--- src/rtl/fll_pkg.sv ---
package fll_pkg;

    typedef enum logic [1:0] {
        ST_IDLE = 2'd0,
        ST_WARM = 2'd1,
        ST_ACQ  = 2'd2,
        ST_LOCK = 2'd3
    } fll_state_e;

    function automatic int max3(input int a, input int b, input int c);
        int m;
        m = (a > b) ? a : b;
        return (m > c) ? m : c;
    endfunction

endpackage

--- src/rtl/fll_edge_sync.sv ---
module fll_edge_sync #(
    parameter int STAGES = 2
) (
    input  logic clk,
    input  logic rst_n,
    input  logic async_i,
    output logic rise_o
);
    localparam int MSB = STAGES - 1;

    logic [MSB:0] sync_q;
    logic         last_q;

    generate
        if (STAGES == 1) begin : g_single
            always_ff @(posedge clk or negedge rst_n) begin
                if (!rst_n) sync_q <= '0;
                else        sync_q <= async_i;
            end
        end else begin : g_chain
            always_ff @(posedge clk or negedge rst_n) begin
                if (!rst_n) sync_q <= '0;
                else        sync_q <= {sync_q[MSB-1:0], async_i};
            end
        end
    endgenerate

    always_ff @(posedge clk or negedge rst_n) begin
        if (!rst_n) last_q <= 1'b0;
        else        last_q <= sync_q[MSB];
    end

    assign rise_o = sync_q[MSB] & ~last_q;

endmodule

--- src/rtl/fll_period_counter.sv ---
module fll_period_counter #(
    parameter int CNT_W = 12
) (
    input  logic             clk,
    input  logic             rst_n,
    input  logic             arm_i,
    input  logic             osc_rise_i,
    input  logic             ref_rise_i,
    output logic [CNT_W-1:0] meas_o,
    output logic             meas_vld_o
);
    localparam logic [CNT_W-1:0] CNT_MAX = {CNT_W{1'b1}};

    logic [CNT_W-1:0] cnt_q;
    logic             primed_q;

    // free-running edge counter, restarted by each reference edge
    always_ff @(posedge clk or negedge rst_n) begin
        if (!rst_n) begin
            cnt_q <= '0;
        end else if (ref_rise_i) begin
            cnt_q <= osc_rise_i ? CNT_W'(1) : '0;
        end else if (osc_rise_i && cnt_q != CNT_MAX) begin
            cnt_q <= cnt_q + 1'b1;
        end
    end

    // first reference edge after arming only opens a window
    always_ff @(posedge clk or negedge rst_n) begin
        if (!rst_n)          primed_q <= 1'b0;
        else if (!arm_i)     primed_q <= 1'b0;
        else if (ref_rise_i) primed_q <= 1'b1;
    end

    always_ff @(posedge clk or negedge rst_n) begin
        if (!rst_n) begin
            meas_o     <= '0;
            meas_vld_o <= 1'b0;
        end else begin
            meas_vld_o <= ref_rise_i & primed_q & arm_i;
            if (ref_rise_i) meas_o <= cnt_q;
        end
    end

    // the count never wraps inside a window
    assert_no_wrap_R2: assert property (@(posedge clk) disable iff (!rst_n)
        (osc_rise_i && !ref_rise_i && cnt_q == CNT_MAX) |=> (cnt_q == CNT_MAX));

    // a measurement is only offered after the window was primed
    assert_primed_meas_R2: assert property (@(posedge clk) disable iff (!rst_n)
        meas_vld_o |-> $past(primed_q));

endmodule

--- src/rtl/fll_trim_stepper.sv ---
module fll_trim_stepper #(
    parameter int TRIM_W    = 8,
    parameter int TRIM_INIT = 2 ** (TRIM_W - 1)
) (
    input  logic              clk,
    input  logic              rst_n,
    input  logic              step_en_i,
    input  logic              step_up_i,
    input  logic              step_dn_i,
    output logic [TRIM_W-1:0] trim_o
);
    localparam logic [TRIM_W-1:0] TRIM_MAX = {TRIM_W{1'b1}};
    localparam logic [TRIM_W-1:0] TRIM_RST = TRIM_W'(TRIM_INIT);

    logic [TRIM_W-1:0] trim_q;

    always_ff @(posedge clk or negedge rst_n) begin
        if (!rst_n) begin
            trim_q <= TRIM_RST;
        end else if (step_en_i) begin
            if (step_up_i && trim_q != TRIM_MAX)
                trim_q <= trim_q + 1'b1;
            else if (step_dn_i && trim_q != '0)
                trim_q <= trim_q - 1'b1;
        end
    end

    assign trim_o = trim_q;

    // any change of the code is caused by a step request
    assert_one_step_R3: assert property (@(posedge clk) disable iff (!rst_n)
        (trim_q != $past(trim_q)) |-> $past(step_en_i));

    // saturation at the top
    assert_sat_high_R4: assert property (@(posedge clk) disable iff (!rst_n)
        (step_en_i && step_up_i && trim_q == TRIM_MAX) |=> (trim_q == TRIM_MAX));

    // saturation at the bottom
    assert_sat_low_R4: assert property (@(posedge clk) disable iff (!rst_n)
        (step_en_i && step_dn_i && !step_up_i && trim_q == '0) |=> (trim_q == '0));

endmodule

--- src/rtl/fll_lock_ctrl.sv ---
module fll_lock_ctrl #(
    parameter int TARGET      = 306,
    parameter int TOL_PCT     = 5,
    parameter int DEADBAND    = 1,
    parameter int TRIM_W      = 8,
    parameter int TRIM_INIT   = 2 ** (TRIM_W - 1),
    parameter int WARMUP_REFS = 8,
    parameter int LOCK_RUN    = 4,
    parameter int UNLOCK_RUN  = 2,
    parameter int SYNC_STAGES = 2,
    parameter int CNT_W       = 12
) (
    input  logic              clk,
    input  logic              rst_n,
    input  logic              lock_en,
    input  logic              ref_clk,
    input  logic              osc_clk,
    output logic [TRIM_W-1:0] trim_code,
    output logic              locked
);
    import fll_pkg::*;

    localparam int TOL     = TARGET * TOL_PCT / 100;
    localparam int RUN_MAX = max3(WARMUP_REFS, LOCK_RUN, UNLOCK_RUN);
    localparam int RUN_W   = $clog2(RUN_MAX + 1);

    localparam logic [CNT_W-1:0] TOL_LO  = CNT_W'(TARGET - TOL);
    localparam logic [CNT_W-1:0] TOL_HI  = CNT_W'(TARGET + TOL);
    localparam logic [CNT_W-1:0] BAND_LO = CNT_W'(TARGET - DEADBAND);
    localparam logic [CNT_W-1:0] BAND_HI = CNT_W'(TARGET + DEADBAND);

    localparam logic [RUN_W-1:0] WARM_LAST   = RUN_W'(WARMUP_REFS - 1);
    localparam logic [RUN_W-1:0] LOCK_LAST   = RUN_W'(LOCK_RUN - 1);
    localparam logic [RUN_W-1:0] UNLOCK_LAST = RUN_W'(UNLOCK_RUN - 1);

    logic             ref_rise, osc_rise;
    logic [CNT_W-1:0] meas;
    logic             meas_vld;
    logic             in_tol, too_slow, too_fast;
    logic             step_en;

    fll_state_e       state_q, state_d;
    logic [RUN_W-1:0] warm_q, good_q, bad_q;

    fll_edge_sync #(.STAGES(SYNC_STAGES)) u_ref_sync (
        .clk     (clk),
        .rst_n   (rst_n),
        .async_i (ref_clk),
        .rise_o  (ref_rise)
    );

    fll_edge_sync #(.STAGES(SYNC_STAGES)) u_osc_sync (
        .clk     (clk),
        .rst_n   (rst_n),
        .async_i (osc_clk),
        .rise_o  (osc_rise)
    );

    fll_period_counter #(.CNT_W(CNT_W)) u_counter (
        .clk        (clk),
        .rst_n      (rst_n),
        .arm_i      (lock_en),
        .osc_rise_i (osc_rise),
        .ref_rise_i (ref_rise),
        .meas_o     (meas),
        .meas_vld_o (meas_vld)
    );

    // measurement classification
    always_comb begin
        in_tol   = (meas >= TOL_LO) && (meas <= TOL_HI);
        too_slow = (meas < BAND_LO);
        too_fast = (meas > BAND_HI);
    end

    // next-state logic
    always_comb begin
        state_d = state_q;
        if (!lock_en) begin
            state_d = ST_IDLE;                              // disable
        end else begin
            unique case (state_q)
                ST_IDLE: state_d = ST_WARM;                 // enable
                ST_WARM: if (meas_vld && warm_q == WARM_LAST)
                             state_d = ST_ACQ;              // warm_done
                ST_ACQ:  if (meas_vld && in_tol && good_q == LOCK_LAST)
                             state_d = ST_LOCK;             // lock_gain
                ST_LOCK: if (meas_vld && !in_tol && bad_q == UNLOCK_LAST)
                             state_d = ST_ACQ;              // lock_loss
                default: state_d = ST_IDLE;
            endcase
        end
    end

    // state register
    always_ff @(posedge clk or negedge rst_n) begin
        if (!rst_n) state_q <= ST_IDLE;
        else        state_q <= state_d;
    end

    // run counters
    always_ff @(posedge clk or negedge rst_n) begin
        if (!rst_n) begin
            warm_q <= '0;
            good_q <= '0;
            bad_q  <= '0;
        end else begin
            if (state_q != ST_WARM || !lock_en) warm_q <= '0;
            else if (meas_vld)                  warm_q <= warm_q + 1'b1;

            if (state_q != ST_ACQ || !lock_en)  good_q <= '0;
            else if (meas_vld)                  good_q <= in_tol ? good_q + 1'b1 : '0;

            if (state_q != ST_LOCK || !lock_en) bad_q  <= '0;
            else if (meas_vld)                  bad_q  <= in_tol ? '0 : bad_q + 1'b1;
        end
    end

    // outputs
    always_comb begin
        locked  = lock_en && (state_q == ST_LOCK);
        step_en = meas_vld && lock_en && (state_q != ST_IDLE);
    end

    fll_trim_stepper #(.TRIM_W(TRIM_W), .TRIM_INIT(TRIM_INIT)) u_stepper (
        .clk       (clk),
        .rst_n     (rst_n),
        .step_en_i (step_en),
        .step_up_i (too_slow),
        .step_dn_i (too_fast),
        .trim_o    (trim_code)
    );

    // acquisition is entered only after the full warm-up count
    assert_warm_exit_R5: assert property (@(posedge clk) disable iff (!rst_n)
        (state_q == ST_ACQ && $past(state_q) == ST_WARM) |-> ($past(warm_q) == WARM_LAST));

    // lock is only reached from acquisition after the good run
    assert_lock_entry_R6: assert property (@(posedge clk) disable iff (!rst_n)
        $rose(state_q == ST_LOCK) |-> ($past(state_q) == ST_ACQ && $past(good_q) == LOCK_LAST));

    // lock is left for acquisition only after the bad run
    assert_lock_exit_R8: assert property (@(posedge clk) disable iff (!rst_n)
        (state_q == ST_ACQ && $past(state_q) == ST_LOCK) |-> ($past(bad_q) == UNLOCK_LAST));

    // a low enable sends the machine to idle
    assert_disable_idle_R9: assert property (@(posedge clk) disable iff (!rst_n)
        !lock_en |=> (state_q == ST_IDLE));

    // the trim code holds while disabled
    assert_freeze_R10: assert property (@(posedge clk) disable iff (!rst_n)
        !lock_en |=> $stable(trim_code));

endmodule

--- config.mk ---
export PLATFORM = sky130hd
export DESIGN_NAME = fll_lock_ctrl
export DESIGN_NICKNAME = d
export VERILOG_FILES = /design/src/rtl/fll_pkg.sv /design/src/rtl/fll_edge_sync.sv /design/src/rtl/fll_period_counter.sv /design/src/rtl/fll_trim_stepper.sv /design/src/rtl/fll_lock_ctrl.sv
export SDC_FILE = /design/constraint.sdc
export NUM_CORES = 1
export LEC_CHECK = 0
export CAP_MARGIN = 20
export CORE_UTILIZATION = 45
export CTS_CLUSTER_SIZE = 30
export DETAILED_ROUTE_END_ITERATION = 8
export PLACE_DENSITY = 0.66
export SYNTH_ARGS = -nofsm -noshare
export SYNTH_HDL_FRONTEND = slang
export SYNTH_HIERARCHICAL = 1
export SYNTH_SLANG_ARGS = --single-unit
--- constraint.sdc ---
create_clock -name clk -period 2.8 [get_ports clk]
set_clock_uncertainty 0.2 [all_clocks]
set_input_delay 0.56 -clock clk [delete_from_list [all_inputs] [get_ports clk]]
set_output_delay 0.56 -clock clk [all_outputs]
set_load 0.03 [all_outputs]
## Word-level counts from Yosys, hierarchy flattened

Cells that the tools add are included.

| storage, ports and cells | value |
|---|---|
| flip-flop bits (word level) | 54 |
| bits in latches | 0 |
| RAM bits | 0 |
| ROM bits | 0 |
| input bits | 5 |
| output and inout port bits | 9 |
| logic and storage cells | 91 |
| memories | 0 |

| cells by class | value |
|---|---|
| $add $sub $neg | 6 |
| $mul | 0 |
| divide/modulo/power cells | 0 |
| magnitude comparators | 4 |
| eq/ne operators | 15 |
| shift operators | 0 |
| muxes and demuxes | 20 |
| bitwise logic cells | 6 |
| reduce and logical (&&, ||, !) cells | 27 |

Operators with widths:

| cell | number |
|---|---|
| 2-to-1 mux 4 bit | 8 |
| 2-to-1 mux 12 bit | 2 |
| 2-to-1 mux 8 bit | 2 |
| adder 12 x 1 -> 12 bit (second input constant) | 1 |
| adder 4 x 1 -> 4 bit (second input constant) | 3 |
| greater-or-equal comparator 12 x 9 -> 1 bit (second input constant) | 1 |
| greater-than comparator 12 x 9 -> 1 bit (second input constant) | 1 |
| <= comparator 12 x 9 -> 1 bit (second input constant) | 1 |
| logical AND 1 bit | 12 |
| < comparator 12 x 9 -> 1 bit (second input constant) | 1 |
| != test 12 bit (second input constant) | 1 |
| nonzero test 2 bit | 6 |
| != test 3 bit (second input constant) | 3 |
| adder 8 x 1 -> 8 bit (second input constant) | 1 |
| 2-to-1 mux 2 bit | 4 |
| != test 8 bit (second input constant) | 1 |
| case mux 2 bit (4 select lines) | 1 |
| nonzero test 8 bit | 1 |
| subtractor 8 x 1 -> 8 bit (second input constant) | 1 |
| AND 1 bit | 4 |
| equality test 2 bit (second input constant) | 2 |
| equality test 4 x 1 -> 1 bit (second input constant) | 1 |
| equality test 4 x 2 -> 1 bit (second input constant) | 1 |
| equality test 4 x 3 -> 1 bit (second input constant) | 1 |
| 10 further kinds | 18 |

## Depth between registers and ports, before layout

| depth | value |
|---|---|
| depth in word-level cells | 8 |
| mapped depth | 11 |

## Cells and area by module

Netlist, hierarchy kept.

By module, submodules not included:

| module | times used | cells an instance | area each (um^2) |
|---|---|---|---|
| fll_period_counter | 1 | 101 | 1189.9 |
| fll_lock_ctrl | 1 | 97 | 923.4 |
| fll_trim_stepper | 1 | 61 | 609.3 |
| fll_edge_sync | 2 | 4 | 88.8 |

## Worst setup path after synthesis

OpenSTA, ideal clock, no wires.

| path | value |
|---|---|
| kind | flip-flop to flip-flop |
| start point | register u_counter.meas_o[11] |
| end point | register u_stepper.trim_q[6] (netlist: u_stepper/trim_o[6]) |
| arrival time | 2445 ps |
| data required time | 2475 ps |
| slack | 30 ps |
| cell stages (with the launch flop) | 12 |
| clock period less this slack | 2770 ps |
| cell sequence | dfrtp_1 -> nor4_1 -> nand4_1 -> o211a_1 -> o21a_1 -> inv_1 -> ha_1 -> a21oi_1 -> o211ai_1 -> a21oi_1 -> xnor2_1 -> mux2_4 |

| on the way | value |
|---|---|
| cells in the longest elaborated chain, start to end | 4 |
| elaborated cells on any way between the ends | 7 |
| those cells by class | 2 x order compare; 1 x mux; 4 x reduce/logical |

Ends and longest elaborated chain:

| element | line | source |
|---|---|---|
| from (decl) | fll_period_counter.sv:9 | `output logic [CNT_W-1:0] meas_o,` |
| from (signal assigned) | fll_period_counter.sv:41 | `if (ref_rise_i) meas_o <= cnt_q;` |
| < comparator 12 x 9 -> 1 bit * | fll_lock_ctrl.sv:72 | `too_slow = (meas < BAND_LO);` |
| named net too_slow | fll_lock_ctrl.sv:39 | `logic in_tol, too_slow, too_fast;` |
| logical AND 1 bit * | fll_trim_stepper.sv:21 | `if (step_up_i && trim_q != TRIM_MAX)` |
| nonzero test 2 bit (no source line) | n/a |  |
| AND reduction 2 bit (no source line) | n/a |  |
| to (signal assigned) | fll_trim_stepper.sv:22 | `trim_q <= trim_q + 1'b1;` |
| to (signal assigned) | fll_trim_stepper.sv:24 | `trim_q <= trim_q - 1'b1;` |
| to (decl) | fll_trim_stepper.sv:15 | `logic [TRIM_W-1:0] trim_q;` |

The timed path passes the listed nets; every way through them passes the cells marked *.
A chain may end at the register's enable or synchronous reset.

## Worst setup path after layout

| path | value |
|---|---|
| start point | register u_counter.meas_o[7] |
| end point | register u_stepper.trim_q[7] (netlist: u_stepper/trim_o[7]) |

The elaborated chain is that of the path after synthesis.

==> flow_metrics.env <==
export IMPL_synth_area_top_cells="dfrtp_1, mux2_2, ha_1, nand2_1, o21ai_0"
export IMPL_critical_path_top_delay_family="compound AO/OA/AOI/OAI gates"
export IMPL_fin_crit_sh=1.00
export IMPL_status="finished, final reports clean"
export IMPL_cts_buffer_depth=2
export IMPL_rows=28
export IMPL_synth_common_cells="dfrtp_1, nand2_1, nor2_1"
export IMPL_drc=0
export IMPL_numCtsBuffers=5
export IMPL_cp_num_cells=12
export IMPL_grt_max_degree=32
export IMPL_top_layer="met4"
export IMPL_slew_viol_final=0
export IMPL_path_cells="nor4_4 > nand4_1 > o211a_1 > o21a_1 > inv_4 > buf_6 > ha_4 > a21oi_2 > o21a_1 > o31ai_4 > mux2i_1 > xor2_1"
export IMPL_maxCapViolCount=0
export IMPL_clock_tree_root_cell="clkbuf_8"
export IMPL_drive_above_1_share=0.262
export IMPL_tightest_slew_ns=0.707
export IMPL_fin_util=0.567
export IMPL_vias=2125
export IMPL_start_util=0.479
export IMPL_setup_ws_ns=0.000332
export IMPL_routedLengthMet1_mm=2.76
export IMPL_grt_pass1_vias=1938
export IMPL_cp_common_cell="o21a_1"
export IMPL_cts_tree="built"
export IMPL_clk_latency_ns=0.31
export IMPL_async_flop_share=1.00
export IMPL_fp_coreArea_um2=6060
export IMPL_cts_htree_levels=2
export IMPL_die_area_um2=6770
export IMPL_maxSlewHeadroom=0.528
export IMPL_place_ws_ns=-0.107
export IMPL_die_x_um=82.3
export IMPL_dp_hpwl_mm=3.79
export IMPL_numPlacedInstances=362
export IMPL_ys_types=60
export IMPL_synth_edf_count=0
export IMPL_die_y_um=82.3
export IMPL_wl_met3_um=148
export IMPL_hold_path_class="in2async"
export IMPL_placed_area_um2=3200
export IMPL_r2r_cells=12
export IMPL_routed_wl_met2_mm=2.69
export IMPL_leakage_nw=1.45
export IMPL_drt_iter0_drc=87
export IMPL_synth_top_area_cell="dfrtp_1"
export IMPL_wirelength_mm=5.64
export IMPL_yosysMostFrequentCell="dfrtp_1"
export IMPL_drtPass1Iterations=4
export IMPL_finalCriticalPeriod_ns=2.80
export IMPL_path_clk_slew_ns=0.10
export IMPL_final_nets=314
export IMPL_grt_use_total=0.181
export IMPL_powerDensity_nw_per_um2=412
export IMPL_rsz0062_at_grt="true"
export IMPL_fin_cells=373
export IMPL_hold_violations=0
export IMPL_area_growth_pct=18.5
export IMPL_crit_buf_inv=2
export IMPL_final_seq_area_um2=1350
export IMPL_synth_seq_cells=54
export IMPL_fill_cells=513
export IMPL_cp_max_fo=6
export IMPL_hold_ws_ns=0.0390
export IMPL_critPathLaunchType="flip-flop"
export IMPL_setup_violations_final=0
export IMPL_netlist_area_leader_share=0.457
export IMPL_num_antenna_cells=0
export IMPL_worstPathRequired_ns=2.83
export IMPL_synth_nets=284
export IMPL_multi_input_area_um2=1580
export IMPL_overflow=0
export IMPL_ys_seq_area_frac=0.466
export IMPL_avgViaCountPerCell=5.70
export IMPL_total_power_mw=1.41
export IMPL_critPathMaxStageDelay_ns=0.43
export IMPL_cp_end_kind="flip-flop"
export IMPL_yosysWarnings=6
export IMPL_ys_flop_type="dfrtp_1"
export IMPL_cts_hold_buffers_added=0
export IMPL_arrival_ns=2.83
export IMPL_finalInstanceArea_um2=3440
export IMPL_gp_congestion=0.815
export IMPL_critical_path_class="reg2reg"
export IMPL_antenna_found_initial=0
export IMPL_cp_slowest_cell="dfrtp_1"
export IMPL_grt_pass1_wl_mm=9.40
export IMPL_boundaryPins=14
export IMPL_io_buffer_count=13
export IMPL_synthesis_area_um2=2900
export IMPL_syn_avg_cell_area_um2=10.9
export IMPL_cts_sinks=54
export IMPL_fin_tns_setup_ns=0
export IMPL_wl_per_cell_um=15.1
export IMPL_irDropWorstVdd_v=0.000349
export IMPL_clock_fmax_mhz=357
export IMPL_final_antenna_net_count=0
export IMPL_synthCells=267
[where the power goes]
| part | internal, mW | leakage [nW] | switching (mW) |
|---|---|---|---|
| logic | 0.0627 | 0.681 | 0.0693 |
| clock network | 0.176 | 0.0441 | 0.263 |
| registers | 0.807 | 0.727 | 0.0368 |
| total | 1.05 | 1.45 | 0.369 |
[layout by cell type (no fill, tap or decap), drive strengths merged, types with 4 or more instances in the layout]
cell	synthesis	final
o211ai	4	4
clkbuf	7	5
nor2	14	14
mux2i	4	4
xor2	5	5
xnor2	5	5
o21ai	18	18
dfrtp	53	53
clkdlybuf4s50	0	11
a211oi	4	4
o21a	6	6
nor4	5	5
ha	11	11
nand3b	6	6
nand4	7	7
o31ai	4	4
mux2	16	16
nor2b	7	7
nor3	4	4
a21oi	12	12
nand2	18	18
buf	2	21
and3	5	5
inv	9	9
nand3	10	10
[worst paths after layout]
kind,endpoint,start,slack [ns]
worst max register to register,u_stepper/trim_o[7],u_counter/meas_o[7],0.0003
worst min-delay path,u_counter/cnt_q[10],rst_n,0.04
min in group clk,u_osc_sync/sync_q[1],u_osc_sync/sync_q[0],0.16
worst max-delay path,u_stepper/trim_o[7],u_counter/meas_o[7],0.0003
max in group asynchronous,u_counter/meas_o[3],rst_n,1.80
worst min register to register,u_osc_sync/sync_q[1],u_osc_sync/sync_q[0],0.16
[cell type report]
| cell class | count | area share |
|---|---|---|
| repair buffers | 32 | 0.0819 |
| inverters | 9 | 0.0106 |
| flip-flops and latches | 54 | 0.394 |
| well taps | 75 | 0.0273 |
| clock inverters | 3 | 0.00619 |
| multi-input cells | 195 | 0.461 |
| clock buffers | 5 | 0.0200 |
[kinds of logic after synthesis]
family	after synthesis	synth area share
AOI/OAI and AO/OA	61	0.152
DFF	54	0.466
buffers and inverters	18	0.0272
adders and majority gates	12	0.0544
xor gates and xnor gates	10	0.0302
muxes	20	0.0772
and+or+nand+nor	92	0.193
[per-layer routing]
metal / track usage / up-vias
met5: 0 / -
met4: 0.0368 / 0
met3: 0.0363 / 6
met2: 0.282 / 24
met1: 0.259 / 1048
li1: - / 1047
[repair_timing]
item,in CTS,in global routing
pin swaps,0,9
resized for setup,5,15
setup buffers,0,3
setup endpoints to repair,4,4
[sequential cells by signal (all words and copies together) (netlist names)]
name and count:
u_counter/meas_vld_o 1, u_stepper/trim_o 8, warm_q 4, u_ref_sync/last_q 1, u_counter/meas_o 12, u_counter/cnt_q 12, state_q 2, bad_q 4
good_q 4, u_osc_sync/last_q 1, u_ref_sync/sync_q 2, u_counter/primed_q 1, u_osc_sync/sync_q 2
No activity file was read; power rests on OpenSTA's default activity.
